==> src/rtl/vram_host_pkg.sv <==
package vram_host_pkg;
  localparam int VRAM_ADDR_W = 15;
  localparam int VRAM_BYTE_W = 8;

  // Stride selected by the two low configuration bits.
  function automatic logic [7:0] step_amount(input logic [1:0] sel);
    logic [7:0] amt;
    unique case (sel)
      2'b00:   amt = 8'd1;
      2'b01:   amt = 8'd32;
      default: amt = 8'd128;
    endcase
    return amt;
  endfunction
endpackage

==> src/rtl/vram_mode_reg.sv <==
module vram_mode_reg #(
  parameter int BYTE_W = 8
) (
  input  logic              clk,
  input  logic              rst_n,
  input  logic              wr_en,
  input  logic [BYTE_W-1:0] wr_byte,
  output logic [BYTE_W-1:0] mode_q,
  output logic              inc_on_hi,
  output logic [7:0]        step
);
  logic [BYTE_W-1:0] mode_d;

  always_comb begin
    mode_d = mode_q;
    if (wr_en) mode_d = wr_byte;
  end

  always_ff @(posedge clk or negedge rst_n) begin
    if (!rst_n) mode_q <= '0;
    else        mode_q <= mode_d;
  end

  assign inc_on_hi = mode_q[BYTE_W-1];
  assign step      = vram_host_pkg::step_amount(mode_q[1:0]);

  // configuration byte only changes on its strobe
  p_mode_hold_r9: assert property (@(posedge clk) disable iff (!rst_n)
    !wr_en |=> $stable(mode_q));
endmodule

==> src/rtl/vram_addr_ctr.sv <==
module vram_addr_ctr #(
  parameter int ADDR_W = 15,
  parameter int BYTE_W = 8
) (
  input  logic              clk,
  input  logic              rst_n,
  input  logic              lo_wr,
  input  logic              hi_wr,
  input  logic [BYTE_W-1:0] wr_byte,
  input  logic              bump,
  input  logic [7:0]        step,
  output logic [ADDR_W-1:0] addr_q
);
  localparam int HI_W = ADDR_W - BYTE_W;

  logic [ADDR_W-1:0] addr_d;

  always_comb begin
    addr_d = addr_q;
    if (lo_wr)      addr_d[BYTE_W-1:0]      = wr_byte;
    else if (hi_wr) addr_d[ADDR_W-1:BYTE_W] = wr_byte[HI_W-1:0];
    else if (bump)  addr_d = addr_q + ADDR_W'(step);
  end

  always_ff @(posedge clk or negedge rst_n) begin
    if (!rst_n) addr_q <= '0;
    else        addr_q <= addr_d;
  end

  // no access that advances, no pointer write -> pointer holds
  p_ptr_hold_r3: assert property (@(posedge clk) disable iff (!rst_n)
    !bump && !lo_wr && !hi_wr |=> $stable(addr_q));
  // an advancing access moves by the stride, modulo the space
  p_ptr_step_r4: assert property (@(posedge clk) disable iff (!rst_n)
    bump && !lo_wr && !hi_wr |=> addr_q == ADDR_W'($past(addr_q) + ADDR_W'($past(step))));
endmodule

==> src/rtl/vram_prefetch.sv <==
module vram_prefetch #(
  parameter int BYTE_W = 8
) (
  input  logic              clk,
  input  logic              rst_n,
  input  logic              addr_set,
  input  logic              fill_now,
  input  logic              blank_ok,
  input  logic [BYTE_W-1:0] mem_rdata_lo,
  input  logic [BYTE_W-1:0] mem_rdata_hi,
  output logic [BYTE_W-1:0] latch_lo,
  output logic [BYTE_W-1:0] latch_hi
);
  logic              pend_q, pend_d;
  logic              pend_ok_q, pend_ok_d;
  logic [BYTE_W-1:0] lo_d, hi_d;
  logic              load_en, load_ok;

  always_comb begin
    pend_d    = addr_set;
    pend_ok_d = blank_ok;
    load_en   = fill_now | pend_q;
    load_ok   = fill_now ? blank_ok : pend_ok_q;
    lo_d      = latch_lo;
    hi_d      = latch_hi;
    if (load_en) begin
      lo_d = load_ok ? mem_rdata_lo : '1;
      hi_d = load_ok ? mem_rdata_hi : '1;
    end
  end

  always_ff @(posedge clk or negedge rst_n) begin
    if (!rst_n) begin
      pend_q    <= 1'b0;
      pend_ok_q <= 1'b0;
      latch_lo  <= '0;
      latch_hi  <= '0;
    end else begin
      pend_q    <= pend_d;
      pend_ok_q <= pend_ok_d;
      latch_lo  <= lo_d;
      latch_hi  <= hi_d;
    end
  end

  // a refill outside blanking yields all ones
  p_dark_fill_r8: assert property (@(posedge clk) disable iff (!rst_n)
    fill_now && !blank_ok |=> (latch_lo == '1) && (latch_hi == '1));
  // pointer write in blanking fetches the new word one cycle later
  p_ptr_fetch_r6: assert property (@(posedge clk) disable iff (!rst_n)
    (addr_set && blank_ok) ##1 !fill_now |=>
      (latch_lo == $past(mem_rdata_lo)) && (latch_hi == $past(mem_rdata_hi)));
endmodule

==> src/rtl/vram_host_ctrl.sv <==
module vram_host_ctrl #(
  parameter int ADDR_W = vram_host_pkg::VRAM_ADDR_W,
  parameter int BYTE_W = vram_host_pkg::VRAM_BYTE_W
) (
  input  logic              clk,
  input  logic              rst_n,
  input  logic              blank_ok,
  input  logic              mode_wr,
  input  logic              addr_lo_wr,
  input  logic              addr_hi_wr,
  input  logic              data_lo_wr,
  input  logic              data_hi_wr,
  input  logic              data_lo_rd,
  input  logic              data_hi_rd,
  input  logic [BYTE_W-1:0] wr_byte,
  input  logic [BYTE_W-1:0] mem_rdata_lo,
  input  logic [BYTE_W-1:0] mem_rdata_hi,
  output logic [ADDR_W-1:0] mem_addr,
  output logic [BYTE_W-1:0] mem_wdata,
  output logic              mem_we_lo,
  output logic              mem_we_hi,
  output logic [BYTE_W-1:0] rd_byte,
  output logic [BYTE_W-1:0] mode_q
);
  // Asynchronous assert, synchronous release
  logic [1:0] rst_sync_q;
  logic       core_rst_n;

  always_ff @(posedge clk or negedge rst_n) begin
    if (!rst_n) rst_sync_q <= 2'b00;
    else        rst_sync_q <= {rst_sync_q[0], 1'b1};
  end
  assign core_rst_n = rst_sync_q[1];

  logic              inc_on_hi;
  logic [7:0]        step;
  logic              bump, fill_now;
  logic [BYTE_W-1:0] latch_lo, latch_hi;

  vram_mode_reg #(.BYTE_W(BYTE_W)) u_mode (
    .clk       (clk),
    .rst_n     (core_rst_n),
    .wr_en     (mode_wr),
    .wr_byte   (wr_byte),
    .mode_q    (mode_q),
    .inc_on_hi (inc_on_hi),
    .step      (step)
  );

  always_comb begin
    bump     = inc_on_hi ? (data_hi_wr | data_hi_rd) : (data_lo_wr | data_lo_rd);
    fill_now = inc_on_hi ? data_hi_rd : data_lo_rd;
  end

  vram_addr_ctr #(.ADDR_W(ADDR_W), .BYTE_W(BYTE_W)) u_addr (
    .clk     (clk),
    .rst_n   (core_rst_n),
    .lo_wr   (addr_lo_wr),
    .hi_wr   (addr_hi_wr),
    .wr_byte (wr_byte),
    .bump    (bump),
    .step    (step),
    .addr_q  (mem_addr)
  );

  vram_prefetch #(.BYTE_W(BYTE_W)) u_pref (
    .clk          (clk),
    .rst_n        (core_rst_n),
    .addr_set     (addr_lo_wr | addr_hi_wr),
    .fill_now     (fill_now),
    .blank_ok     (blank_ok),
    .mem_rdata_lo (mem_rdata_lo),
    .mem_rdata_hi (mem_rdata_hi),
    .latch_lo     (latch_lo),
    .latch_hi     (latch_hi)
  );

  assign mem_wdata = wr_byte;
  assign mem_we_lo = data_lo_wr & blank_ok & core_rst_n;
  assign mem_we_hi = data_hi_wr & blank_ok & core_rst_n;
  assign rd_byte   = data_hi_rd ? latch_hi : latch_lo;
endmodule

==> config.mk <==
export PLATFORM = sky130hd
export DESIGN_NAME = vram_host_ctrl
export DESIGN_NICKNAME = d
export VERILOG_FILES = /design/src/rtl/vram_host_pkg.sv /design/src/rtl/vram_mode_reg.sv /design/src/rtl/vram_addr_ctr.sv /design/src/rtl/vram_prefetch.sv /design/src/rtl/vram_host_ctrl.sv
export SDC_FILE = /design/constraint.sdc
export NUM_CORES = 1
export LEC_CHECK = 0
export BUFFER_PORTS_ARGS = -buffer_cell sky130_fd_sc_hd__buf_4
export CAP_MARGIN = 0
export CORE_ASPECT_RATIO = 0.9
export CORE_MARGIN = 4
export CORE_UTILIZATION = 52
export CTS_BUF_LIST = sky130_fd_sc_hd__clkbuf_8
export DETAILED_ROUTE_END_ITERATION = 8
export PLACE_DENSITY = 0.83
export SLEW_MARGIN = 20
export SYNTH_ARGS = -nofsm -noshare
export SYNTH_HDL_FRONTEND = slang
export SYNTH_SLANG_ARGS = --single-unit
==> constraint.sdc <==
create_clock -name clk -period 2.5 [get_ports clk]
set_input_delay 0.75 -clock clk [delete_from_list [all_inputs] [get_ports clk]]
set_output_delay 0.75 -clock clk [all_outputs]
set_load 0.02 [all_outputs]
After elaboration in Yosys (flattened, before gate mapping) --
Index checks and enable logic that the tools add are counted.
Cells by class: $add $sub $neg 1, eq/ne operators 2, multiplexer cells 11, bitwise logic cells 9, reduce and logical (&&, ||, !) cells 5
Operator list (count):
- $mux W8 | 5
- $pmux W8 S2 | 1
- $add A15 B8 Y15 | 1
- $mux W15 | 1
- $mux W7 | 1
- $and A1 B1 Y1 | 4
- $or A1 B1 Y1 | 4
- $reduce_and A2 Y1 | 2
- $reduce_bool A2 Y1 | 2
- $mux W1 | 3
- $eq A2 B1 Y1 const B | 1
- $logic_not A2 Y1 | 1
- $ne A2 B2 Y1 const B | 1
- $not A1 Y1 | 1
Word-level totals: register bits 43, output and inout port bits 41

Longest topological paths before layout --
Gate-level depths: netlist of the first run.
word-level depth 6, mapped depth 8, gate-level depth less buffers 8

By module --
From an unflattened synthesis of the first run, not the netlist that was laid out.
Unflattened totals: cells, all modules 250, area total of the unflattened synthesis 2753.9 µm²
Modules (own cells, without submodules):
- vram_addr_ctr | times used 1, cells an instance 138, area an instance 1198.6 µm²
- vram_prefetch | times used 1, cells an instance 58, area an instance 872.1 µm²
- vram_mode_reg | times used 1, cells an instance 27, area an instance 394.1 µm²
- vram_host_ctrl | times used 1, cells an instance 27, area an instance 289.0 µm²

Worst setup path before layout of the first run --
Ideal clock, no wire load.
path kind flip-flop to output port, start point register rst_sync_q[1], end point output port mem_we_lo, arrival time 1.617 ns, data required time 1.750 ns, path slack 0.133 ns, stages on the path, launching flop included 2, path buffers 0, cell sequence dfrtp_1 -> and3_1
On the way: longest elaborated chain between the ends 1
RTL lines:
- from (decl) | RTL line vram_host_ctrl.sv:26 | logic [1:0] rst_sync_q;
- from (signal assigned) | RTL line vram_host_ctrl.sv:31 | else rst_sync_q <= {rst_sync_q[0], 1'b1};
- $and A1 B1 Y1 | RTL line vram_host_ctrl.sv:79 | assign mem_we_lo = data_lo_wr & blank_ok & core_rst_n;
- to (decl) | RTL line vram_host_ctrl.sv:20 | output logic mem_we_lo,
No other way between the ends.

Worst setup path after layout of the first run --
start point input port data_hi_rd, end point output port rd_byte[4]
On the way: longest elaborated chain between the ends 1
RTL lines:
- from (decl) | RTL line vram_host_ctrl.sv:14 | input logic data_hi_rd,
- $mux W8 | RTL line vram_host_ctrl.sv:81 | assign rd_byte = data_hi_rd ? latch_hi : latch_lo;
- to (decl) | RTL line vram_host_ctrl.sv:22 | output logic [BYTE_W-1:0] rd_byte,
No other way between the ends.

==> results of run 1 <==
logic make-up after synthesis:
group | share of synthesized area (%)
AND/OR/NAND/NOR | 11.7
flip-flops | 49.6
XOR/XNOR | 2.02
other | 0.173
buffers and inverters | 5.65
AO/OA/AOI/OAI | 18.4
multiplexers | 10.1
adder cells (fa/ha/maj) | 2.31
final cells by class:
| class | count | area [µm²] |
|---|---|---|
| multi-input cells | 132 | 972 |
| inverters | 2 | 7.51 |
| clock buffers | 5 | 68.8 |
| repair buffers | 76 | 571 |
| fillers | 331 | 1270 |
| clock inverters | 3 | 16.3 |
| flip-flops and latches | 43 | 1080 |
| well taps | 48 | 60.1 |
routing by layer:
metal	vias to the layer above	share of wire, %	global-route usage (%)
met1	874	42	24.3
met2	68	48	31.0
met4	0	2.4	5.83
met5	-	0	0
met3	11	7.5	5.84
li1	842	-	-
synthesized netlist by cell type (all sizes together), types with 2 or more instances:
library cell / number / area [µm²]
o21ai: 14 / 77.6
and3: 3 / 18.8
a21oi: 7 / 35.0
mux2: 16 / 180
o211ai: 2 / 15.0
a31oi: 2 / 18.8
ha: 4 / 50.1
inv: 2 / 7.51
or3: 2 / 12.5
a22o: 3 / 26.3
nor2b: 2 / 12.5
dfrtp: 43 / 1080
a22oi: 2 / 15.0
buf: 12 / 87.6
nand2: 11 / 41.3
xor2: 5 / 43.8
nor2: 9 / 33.8
mux2i: 4 / 40.0
nand3: 9 / 45.0
nor3: 2 / 15.0
o22a: 16 / 140
clkbuf: 7 / 27.5
nand4: 6 / 37.5
flip-flops by register name, indices dropped and copies added, names as in the netlist:
| register | flops |
|---|---|
| u_pref.latch_lo | 8 |
| u_mode.mode_q | 8 |
| u_pref.pend_q | 1 |
| u_pref.latch_hi | 8 |
| u_addr.addr_q | 15 |
| rst_sync_q | 2 |
| u_pref.pend_ok_q | 1 |
metrics by stage:
step	total power [W]	worst slack (ps)	hold slack [ps]
after detailed placement	0.00135	339	342
final	0.00176	332	227
after floorplan	0.00114	133	331
after CTS	0.00177	334	222
after global routing	0.00185	268	213
after global placement	0.00133	352	334
power breakdown:
group / total, W / switching (W) / internal (W)
Sequential: 0.000851 / 0.0000798 / 0.000772
Combinational: 0.000486 / 0.000261 / 0.000225
Clock: 0.000419 / 0.000228 / 0.000191
Total: 0.00176 / 0.000569 / 0.00119
worst paths after layout:
check                                        startpoint                        endpoint  slack (ps)  cells past startpoint
min in group clk                rst_sync_q[0]$_DFF_PN0_         rst_sync_q[1]$_DFF_PN0_         350                      0
setup / recovery                             data_hi_rd                      rd_byte[4]         330                      3
setup reg to reg           u_mode.mode_q[0]$_DFFE_PN0P_   u_addr.addr_q[13]$_DFFE_PN0P_         380                      7
max in group asynchronous       rst_sync_q[1]$_DFF_PN0_  u_pref.latch_hi[7]$_DFFE_PN0P_        1780                      1
hold reg to reg                 rst_sync_q[0]$_DFF_PN0_         rst_sync_q[1]$_DFF_PN0_         350                      0
hold / removal                                    rst_n         rst_sync_q[0]$_DFF_PN0_         230                      1
critical path: stages:
cell,delay [ps]
buf_4,160
mux2_1,340
buf_4,160
==> metrics.txt, run 1 <==
Total Die Area=between 5000 and 6000 µm²; Die Wd=about 76 µm; most frequent cells in the layout=buf_4 (76), dfrtp_1 (42), mux2_1 (16), o22a_1 (16), nand2_1 (11); RSZ-0062 raised after global routing=false; CTS root buffer=clkbuf_8; final worst path period need=roughly 2200 ps; Setup CP Type=in2out; post-CTS setup buffers=0; Worst-Margin Slew=~600 ps; Die Y=a little under 70 µm; Achievable Freq=about 0.46 GHz; drt total wl=~5000 µm; syn avg cell area=11.1 µm²; core area=4050 µm²; async set-reset flop share out of synthesis=between 90% and 100%; crit path DAT=1420 ps; setup tns final=0 ps; clk slew on worst S/H paths=70 ps; final-report hold violation count=0; CTS Buffer Depth=2; Yosys Warn Count=0; Synth Flop Type=dfrtp_1; all-layer global routing usage=19.0%; number of DRC markers in iteration 0=about 130; commonest non-fill, non-tap cell in the layout=buf_4; Detail Route Antenna Nets=0; Post-route DRC=0; Net Count, Synth=between 200 and 250; CTS Hold Bufs=0; largest net degree at the start of global routing=42; skew final=roughly 7.0 ps; Util after Layout=approximately two thirds; initial antenna violation count=0; Post-synth EDFFs=0; H-tree depth=2; routed vias=1795; Max Fanout on Critical Path=10; Design Area, Final=between 2000 and 3000 µm²; I/O pin cnt=75; Tightest Hold Check Type=in2async; leak pwr=~1.2 nW; Syn Inst Count=196; vias per std cell=between 5 and 6; status=finished clean; placed wire-length estimate=3820 µm; post-synthesis sequential area ratio=about half; Worst EP required=1750 ps; relative slew slack=about 59%; Pwr Density=about 630 nW/µm²; worst vdd ir=just under 0.4 mV; number of global-route vias before repair=~1800; PortBufs=74; max cap viols=0; Post-Place Cells=about 300; num rows=22; Layout Cells excl Fill=309; GPL Wtd Cong=0.840; # setup viols final=0; P&R area growth vs syn=27.7%; initial core utilization=53.6%; CTS-repair resized insts=0; post-route clock period utilization=86.7%; first-pass GRT wire length=between 8000 and 9000 µm; Unique masters post-synth=42; grt total ovfl=0; # diodes=0; CP endpoint kind=output port; share of cells above drive strength 1=34.1%; DR WL/cell=~16 µm; Skew-Pair Late Insertion Delay=between 200 and 300 ps; Mapped Area=2170 µm²; DR pass1 iterations=4; clock sinks=43; nets@finish=just under 300; fin. max-slew vios=0; placed cell areas=about 2700 µm²; Worst Setup Start Kind=input port; CTS tree=yes; CTS Buf Count=5; synthesis-stage register bit count=43
No activity file was read; power rests on OpenSTA's default activity.
==> run 2: changes to the inputs <==
Settings changed: ABC_AREA from default to 1, CORE_UTILIZATION 52 to 53, PLACE_DENSITY 0.83 to 0.82.
==> run 2 against run 1 <==
  * Non-clock buffer count grew 1
  * Die area increased by 11%
  * Fmax up 6.6%
  * Synthesized cell count up 67%
  * Sequential cell count is the same
  * Synthesized area rose by 15%
  * Hold slack worse by 28 ps
  * Highest routed layer unchanged
==> metrics.txt, run 2 <==
CP peak stage delay=150 ps (-190 ps); H-tree depth=2 (unchanged); Unique masters post-synth=30 (-29%); Synth Flop Type=dfrtp_1; CTS Buffer Depth=2 (unchanged); final worst path period need=2030 ps (-134 ps); leak pwr=1.66 nW (+38%); CTS Hold Bufs=0 (unchanged); Worst EP required=1750 ps (about the same); DR WL/cell=13.4 µm (-18%); crit path cell chain=buf_4, inv_4, nand2_1, nand2_1, buf_4; Post-route DRC=0 (unchanged); Detail Route Antenna Nets=0 (unchanged); P&R area growth vs syn=25.7%; commonest non-fill, non-tap cell in the layout=nand2_1; skew final=11.0 ps (+4.02 ps); Pwr Density=629 nW/µm² (-0.67%); setup tns final=0 ps (unchanged); clock sinks=43 (unchanged); CP max-delay cell=buf_4; Skew-Pair Late Insertion Delay=310 ps (+20 ps); async set-reset flop share out of synthesis=100% (unchanged); Achievable Freq=0.492 GHz (+6.6%); post-synthesis sequential area ratio=43.3% (-6.3 points); post-route clock period utilization=81.4% (-5.4 points); num rows=23 (+4.5%); all-layer global routing usage=22.1% (+3.1 points); Max Fanout on Critical Path=10 (unchanged); Syn Inst Count=327 (+67%); first-pass GRT wire length=10100 µm (+21%); post-layout power=0.00197 W (+12%); routed vias=2325 (+30%); Mapped Area=2490 µm² (+15%); largest register by flop count=u_addr.addr_q; CTS tree=yes; crit path DAT=1280 ps (-140 ps); Synth area leader=dfrtp_1; Yosys Warn Count=0 (unchanged); CTS Buf Count=5 (unchanged); Die Y=73.0 µm (+5.3%); initial core utilization=55.4% (+1.7 points); share of the synthesized area in the top cell type=43.3% (-6.3 points); CTS-repair resized insts=0 (unchanged); final-report hold violation count=0 (unchanged); most frequent cells in the layout=nand2_1 (91), buf_4 (77), inv_1 (46); placed wire-length estimate=4730 µm (+24%); grt total ovfl=0 (unchanged); Setup CP Type=in2out; nets@finish=431 (+45%); post-CTS setup buffers=0 (unchanged); syn avg cell area=7.60 µm² (-31%); Die Wd=80.2 µm (+5.4%); # diodes=0 (unchanged); Post-synth EDFFs=0 (unchanged); Worst Setup Start Kind=input port; max cap viols=0 (unchanged); RSZ-0062 raised after global routing=false; number of DRC markers in iteration 0=170 (+30%); relative slew slack=63.0% (+4.1 points); number of global-route vias before repair=2223 (+25%); top cells by area, synth=dfrtp_1 (43%), nand2_1 (14%), inv_1 (6.9%), nor2_1 (5.3%), nand3_1 (4.6%); initial antenna violation count=0 (unchanged); most instantiated library cell after synthesis=nand2_1; DR pass1 iterations=4 (unchanged); PortBufs=74 (unchanged); # setup viols final=0 (unchanged); core area=4490 µm² (+11%); Worst-Margin Slew=554 ps (-63.8 ps); flip-flop count of the largest register after layout=15 (unchanged); fin. max-slew vios=0 (unchanged); drt total wl=6100 µm (+22%); clk slew on worst S/H paths=100 ps (+30 ps); Net Count, Synth=365 (+56%); synthesis-stage register bit count=43 (unchanged); share of cells above drive strength 1=25.6% (-8.5 points); largest net degree at the start of global routing=42 (unchanged); vias per std cell=5.10 (-12%); CTS root buffer=clkbuf_8; CP endpoint kind=output port; I/O pin cnt=75 (unchanged); Total Die Area=5850 µm² (+11%); Tightest Hold Check Type=in2async; GPL Wtd Cong=0.869 (+3.4%); status=finished clean; Post-synth top cells=nand2_1 (91), inv_1 (46), dfrtp_1 (43), nor2_1 (35), nand3_1 (23); R2R Setup Slk=600 ps (+220 ps); worst vdd ir=0.378 mV (-3.5%)
## run 2: cell types whose count changed after synthesis, moves of 4 or more
| cell | previous run | this run |
|---|---|---|
| nand3_1 | 9 | 23 |
| mux2i_1 | 4 | 0 |
| nand4_1 | 6 | 2 |
| mux2_1 | 16 | 0 |
| a31oi_1 | 1 | 17 |
| nor2_1 | 9 | 35 |
| nand2_2 | 0 | 5 |
| o21ai_1 | 9 | 0 |
| buf_6 | 0 | 4 |
| clkbuf_1 | 6 | 2 |
| o22a_1 | 16 | 0 |
| nand2_1 | 11 | 91 |
| inv_1 | 2 | 46 |
## run 2: final timing paths
check | start | end | cells past startpoint
setup / recovery | data_hi_rd | rd_byte[6] | 5
hold / removal | rst_n | rst_sync_q[0]$_DFF_PN0_ | 1
setup reg to reg | u_mode.mode_q[1]$_DFFE_PN0P_ | u_addr.addr_q[10]$_DFFE_PN0P_ | 12
hold reg to reg | rst_sync_q[1]$_DFF_PN0_ | u_pref.latch_lo[2]$_DFFE_PN0P_ | 1
max in group asynchronous | rst_sync_q[1]$_DFF_PN0_ | u_addr.addr_q[13]$_DFFE_PN0P_ | 1
min in group clk | rst_sync_q[0]$_DFF_PN0_ | rst_sync_q[1]$_DFF_PN0_ | 0
## run 2: power breakdown
part           internal (W)  switching, W
registers          0.000771     0.0000793
clock network      0.000303      0.000267
logic              0.000230      0.000315
## run 2: layer usage
layer / GRT usage [%] / vias to the layer above / wire length [µm]
li1: - / 1165 / -
met1: 28.7 / 1084 / 2740
met2: 36.7 / 65 / 2840
met3: 5.68 / 11 / 434
met4: 6.19 / 0 / 93
met5: 0 / - / 0
## run 2: kinds of logic after synthesis
family | synth area share [%]
AOI/OAI and AO/OA | 10.6
xor gates and xnor gates | 1.76
adders and majority gates | 2.01
buffers and inverters | 14.1
DFF | 43.3
muxes | 0.906
other | 0.151
and+or+nand+nor | 27.2
## run 2: final cells by class
class | instances | area [µm²]
sequential | 43 | 1080
multi-input combinational | 216 | 1060
clock buffer | 5 | 68.8
clock inverter | 3 | 47.5
fill | 390 | 1370
timing repair buffer | 77 | 578
inverter | 50 | 216
tap | 62 | 77.6
## run 2: worst max-delay path: cells and delay by family
kind,cells,cell delay [ps]
buf+inv,3,400
simple gates,2,130
## run 2: per-stage QoR
step                area, µm²  hold WS (ps)  worst slack [ps]  instances  utilization [%]
finish                   3120           199               466        456             69.6
global route             3120           194               407        456             69.6
CTS                      3120           200               465        456             69.6
detailed placement       3010           335               467        448             67.0
global placement         3010           336               498        448             67.0
floorplan                2490           320               292        327                -
==> run 3: changes to the inputs <==
Settings changed: ABC_AREA 1 to 0, CORE_UTILIZATION 53 to 47, PLACE_DENSITY 0.82 to 0.79.
Clock period 2.5 ns to 1.7 ns, I/O delays scaled along.
==> run 3 against run 2 <==
  * The flow now finishes with violations (negative setup slack)
  * Sequential power rose by 47%
  * Cell count shrank 25%
  * Power grew 39%
  * Register-to-register slack worse by 710 ps
  * Design area is 2.3% lower
  * Critical path depth up 2
  * Sequential share of layout area rose by 0.89 points
  * Routed wire length is 8.9% lower
  * Sequential cell count stayed put
  * Critical path type is now reg2reg
  * Critical endpoint is now u_addr.addr_q[13]$_DFFE_PN0P_
  * Largest cell class unchanged
==> metrics.txt, run 3 (synthesized netlist as in run 1, its figures left out) <==
most frequent cells in the layout=buf_4 (91), dfrtp_1 (40), mux2_1 (16), o22a_1 (16), nand2_1 (11); Post-Place Cells=331 (-26%); Post-route DRC=0 (unchanged); sw power=0.000887 W (+34%); Max Fanout on Critical Path=3 (-7); Achievable Freq=~0.55 GHz; Worst Setup Start Kind=register; CP endpoint kind=register; Clk network pwr share=22.6% (-6.4 points); fin. max-slew vios=0 (unchanged); CP startpoint=u_mode.mode_q[0]$_DFFE_PN0P_; routed vias=1837 (-21%); initial antenna violation count=0 (unchanged); CTS Buffer Depth=2 (unchanged); DR pass1 iterations=4 (unchanged); initial core utilization=48.7% (-6.7 points); nets@finish=317 (-26%); Skew-Pair Late Insertion Delay=290 ps (-20 ps); Die Wd=79.6 µm (-0.70%); CTS root buffer=clkbuf_8; first-pass GRT wire length=9210 µm (-8.4%); sw frac=32.5% (-1.2 points); H-tree depth=2 (unchanged); Hold WS=68.4 ps (-131 ps); final setup margin=-112 ps (-578 ps); Layout Cells excl Fill=342 (-25%); internal power=0.00184 W (+41%); Worst EP required=1930 ps (+180 ps); drt total wl=5560 µm (-8.9%); leak pwr=1.31 nW (-21%); r2r startpoint=u_mode.mode_q[0]$_DFFE_PN0P_; post-route clock period utilization=107%; max cap viols=0 (unchanged); Die Y=72.5 µm (-0.69%); crit path DAT=2040 ps (+760 ps); largest register by flop count=u_addr.addr_q; Tightest Hold Check Type=reg2async; largest net degree at the start of global routing=40 (-4.8%); worst vdd ir=0.641 mV (+69%); final worst path period need=between 1500 and 2000 ps; commonest non-fill, non-tap cell in the layout=buf_4; Detail Route Antenna Nets=0 (unchanged); clock sinks=43 (unchanged); clk slew on worst S/H paths=80 ps (-20 ps); sequential power share=45.7% (+2.4 points); skew final=3.45 ps (-7.55 ps); CTS Buf Count=5 (unchanged); CTS tree=yes; num rows=23 (unchanged); grt total ovfl=0 (unchanged); Pwr Density=894 nW/µm² (+42%); PortBufs=74 (unchanged); final-report hold violation count=0 (unchanged); number of DRC markers in iteration 0=83 (-51%); DP Worst Slack=-156 ps (-623 ps); GPL Wtd Cong=0.900 (+3.5%); I/O pin cnt=75 (unchanged); core area=4460 µm² (-0.64%); failing checks=negative setup slack; # diodes=0 (unchanged); status=finished, violations left; P&R area growth vs syn=40.6%; share of cells above drive strength 1=43.9% (+18 points); all-layer global routing usage=20.5% (-1.6 points); Util after Layout=68.4% (-1.1 points); DR WL/cell=16.3 µm (+21%); Comb power frac=31.6% (+3.9 points); Total Die Area=5770 µm² (-1.4%); number of global-route vias before repair=2006 (-9.8%); RSZ-0062 raised after global routing=true; Setup CP Type=reg2reg; # setup viols final=8 (+8); vias per std cell=5.37 (+5.3%); flip-flop count of the largest register after layout=15 (unchanged); setup tns final=-448 ps (-448 ps); placed wire-length estimate=4040 µm (-15%)
==> run 3: cell count changes in the layout (fill, tap and decap cells not counted), sizes merged, moves of 4 or more <==
cell	change
buf	+17
o21ai	+6
a31oi	-15
mux2	+14
nor2	-27
o22a	+16
mux2i	+4
nand3	-14
nand4	+4
nand2	-85
inv	-47
==> run 3: final cells by class <==
| cell class | instances | area [µm²] |
|---|---|---|
| Clock buffer | 5 | 68.8 |
| Multi-Input combinational cell | 132 | 1060 |
| Timing Repair Buffer | 95 | 744 |
| Tap cell | 62 | 77.6 |
| Inverter | 2 | 7.51 |
| Fill cell | 342 | 1410 |
| Sequential cell | 43 | 1080 |
| Clock inverter | 3 | 16.3 |
==> run 3: final timing paths <==
check                                                end  slack (ps)  depth (start not counted)
max                        u_addr.addr_q[13]$_DFFE_PN0P_        -110                          7
min                              u_pref.pend_q$_DFF_PN0_          70                          0
max reg2reg                u_addr.addr_q[13]$_DFFE_PN0P_        -110                          7
min reg2reg                      u_pref.pend_q$_DFF_PN0_          70                          0
max in group asynchronous   u_mode.mode_q[1]$_DFFE_PN0P_         910                          1
min in group clk              u_pref.pend_ok_q$_DFF_PN0_         340                          1
==> run 3: critical path, stage by stage (launching register included) <==
cell     delay [ps]
dfrtp_2         420
nor2b_4         140
ha_4            270
nand4_1         180
o21ai_2         200
nand4_1         120
or3_1           330
nand3_1          90
==> run 3: routing by layer <==
layer  wire length, µm  share of wire [%]  track usage [%]
met1              2350                 42             25.5
met2              2680                 48             34.1
met3               441                7.9             5.21
met4                82                1.5             8.40
met5                 0                  0                0
==> run 3: power by group through the flow <==
stage	Sequential, W	Clock, W	Combinational [W]
5_1_grt	0.00127	0.000694	0.000936
4_1_cts	0.00124	0.000644	0.000851
6_report	0.00125	0.000617	0.000864
3_3_place_gp	0.00125	0	0.000796
2_1_floorplan	0.00134	0	0.000343
3_5_place_dp	0.00125	0	0.000810
==> run 3: through the flow <==
step	total power [W]	area, µm²
6_report	0.00273	3050
3_3_place_gp	0.00205	2860
2_1_floorplan	0.00169	2180
3_5_place_dp	0.00206	2860
4_1_cts	0.00274	3020
5_1_grt	0.00290	3050
==> run 3: repair_timing <==
action | in CTS | in global routing
endpoints found under the hold margin | 2 | 0
endpoints found under the setup margin | 9 | 17
resized for setup | 10 | 9
setup buffers | 2 | 0
hold buffers | 1 | 0
pin swaps | 5 | 6
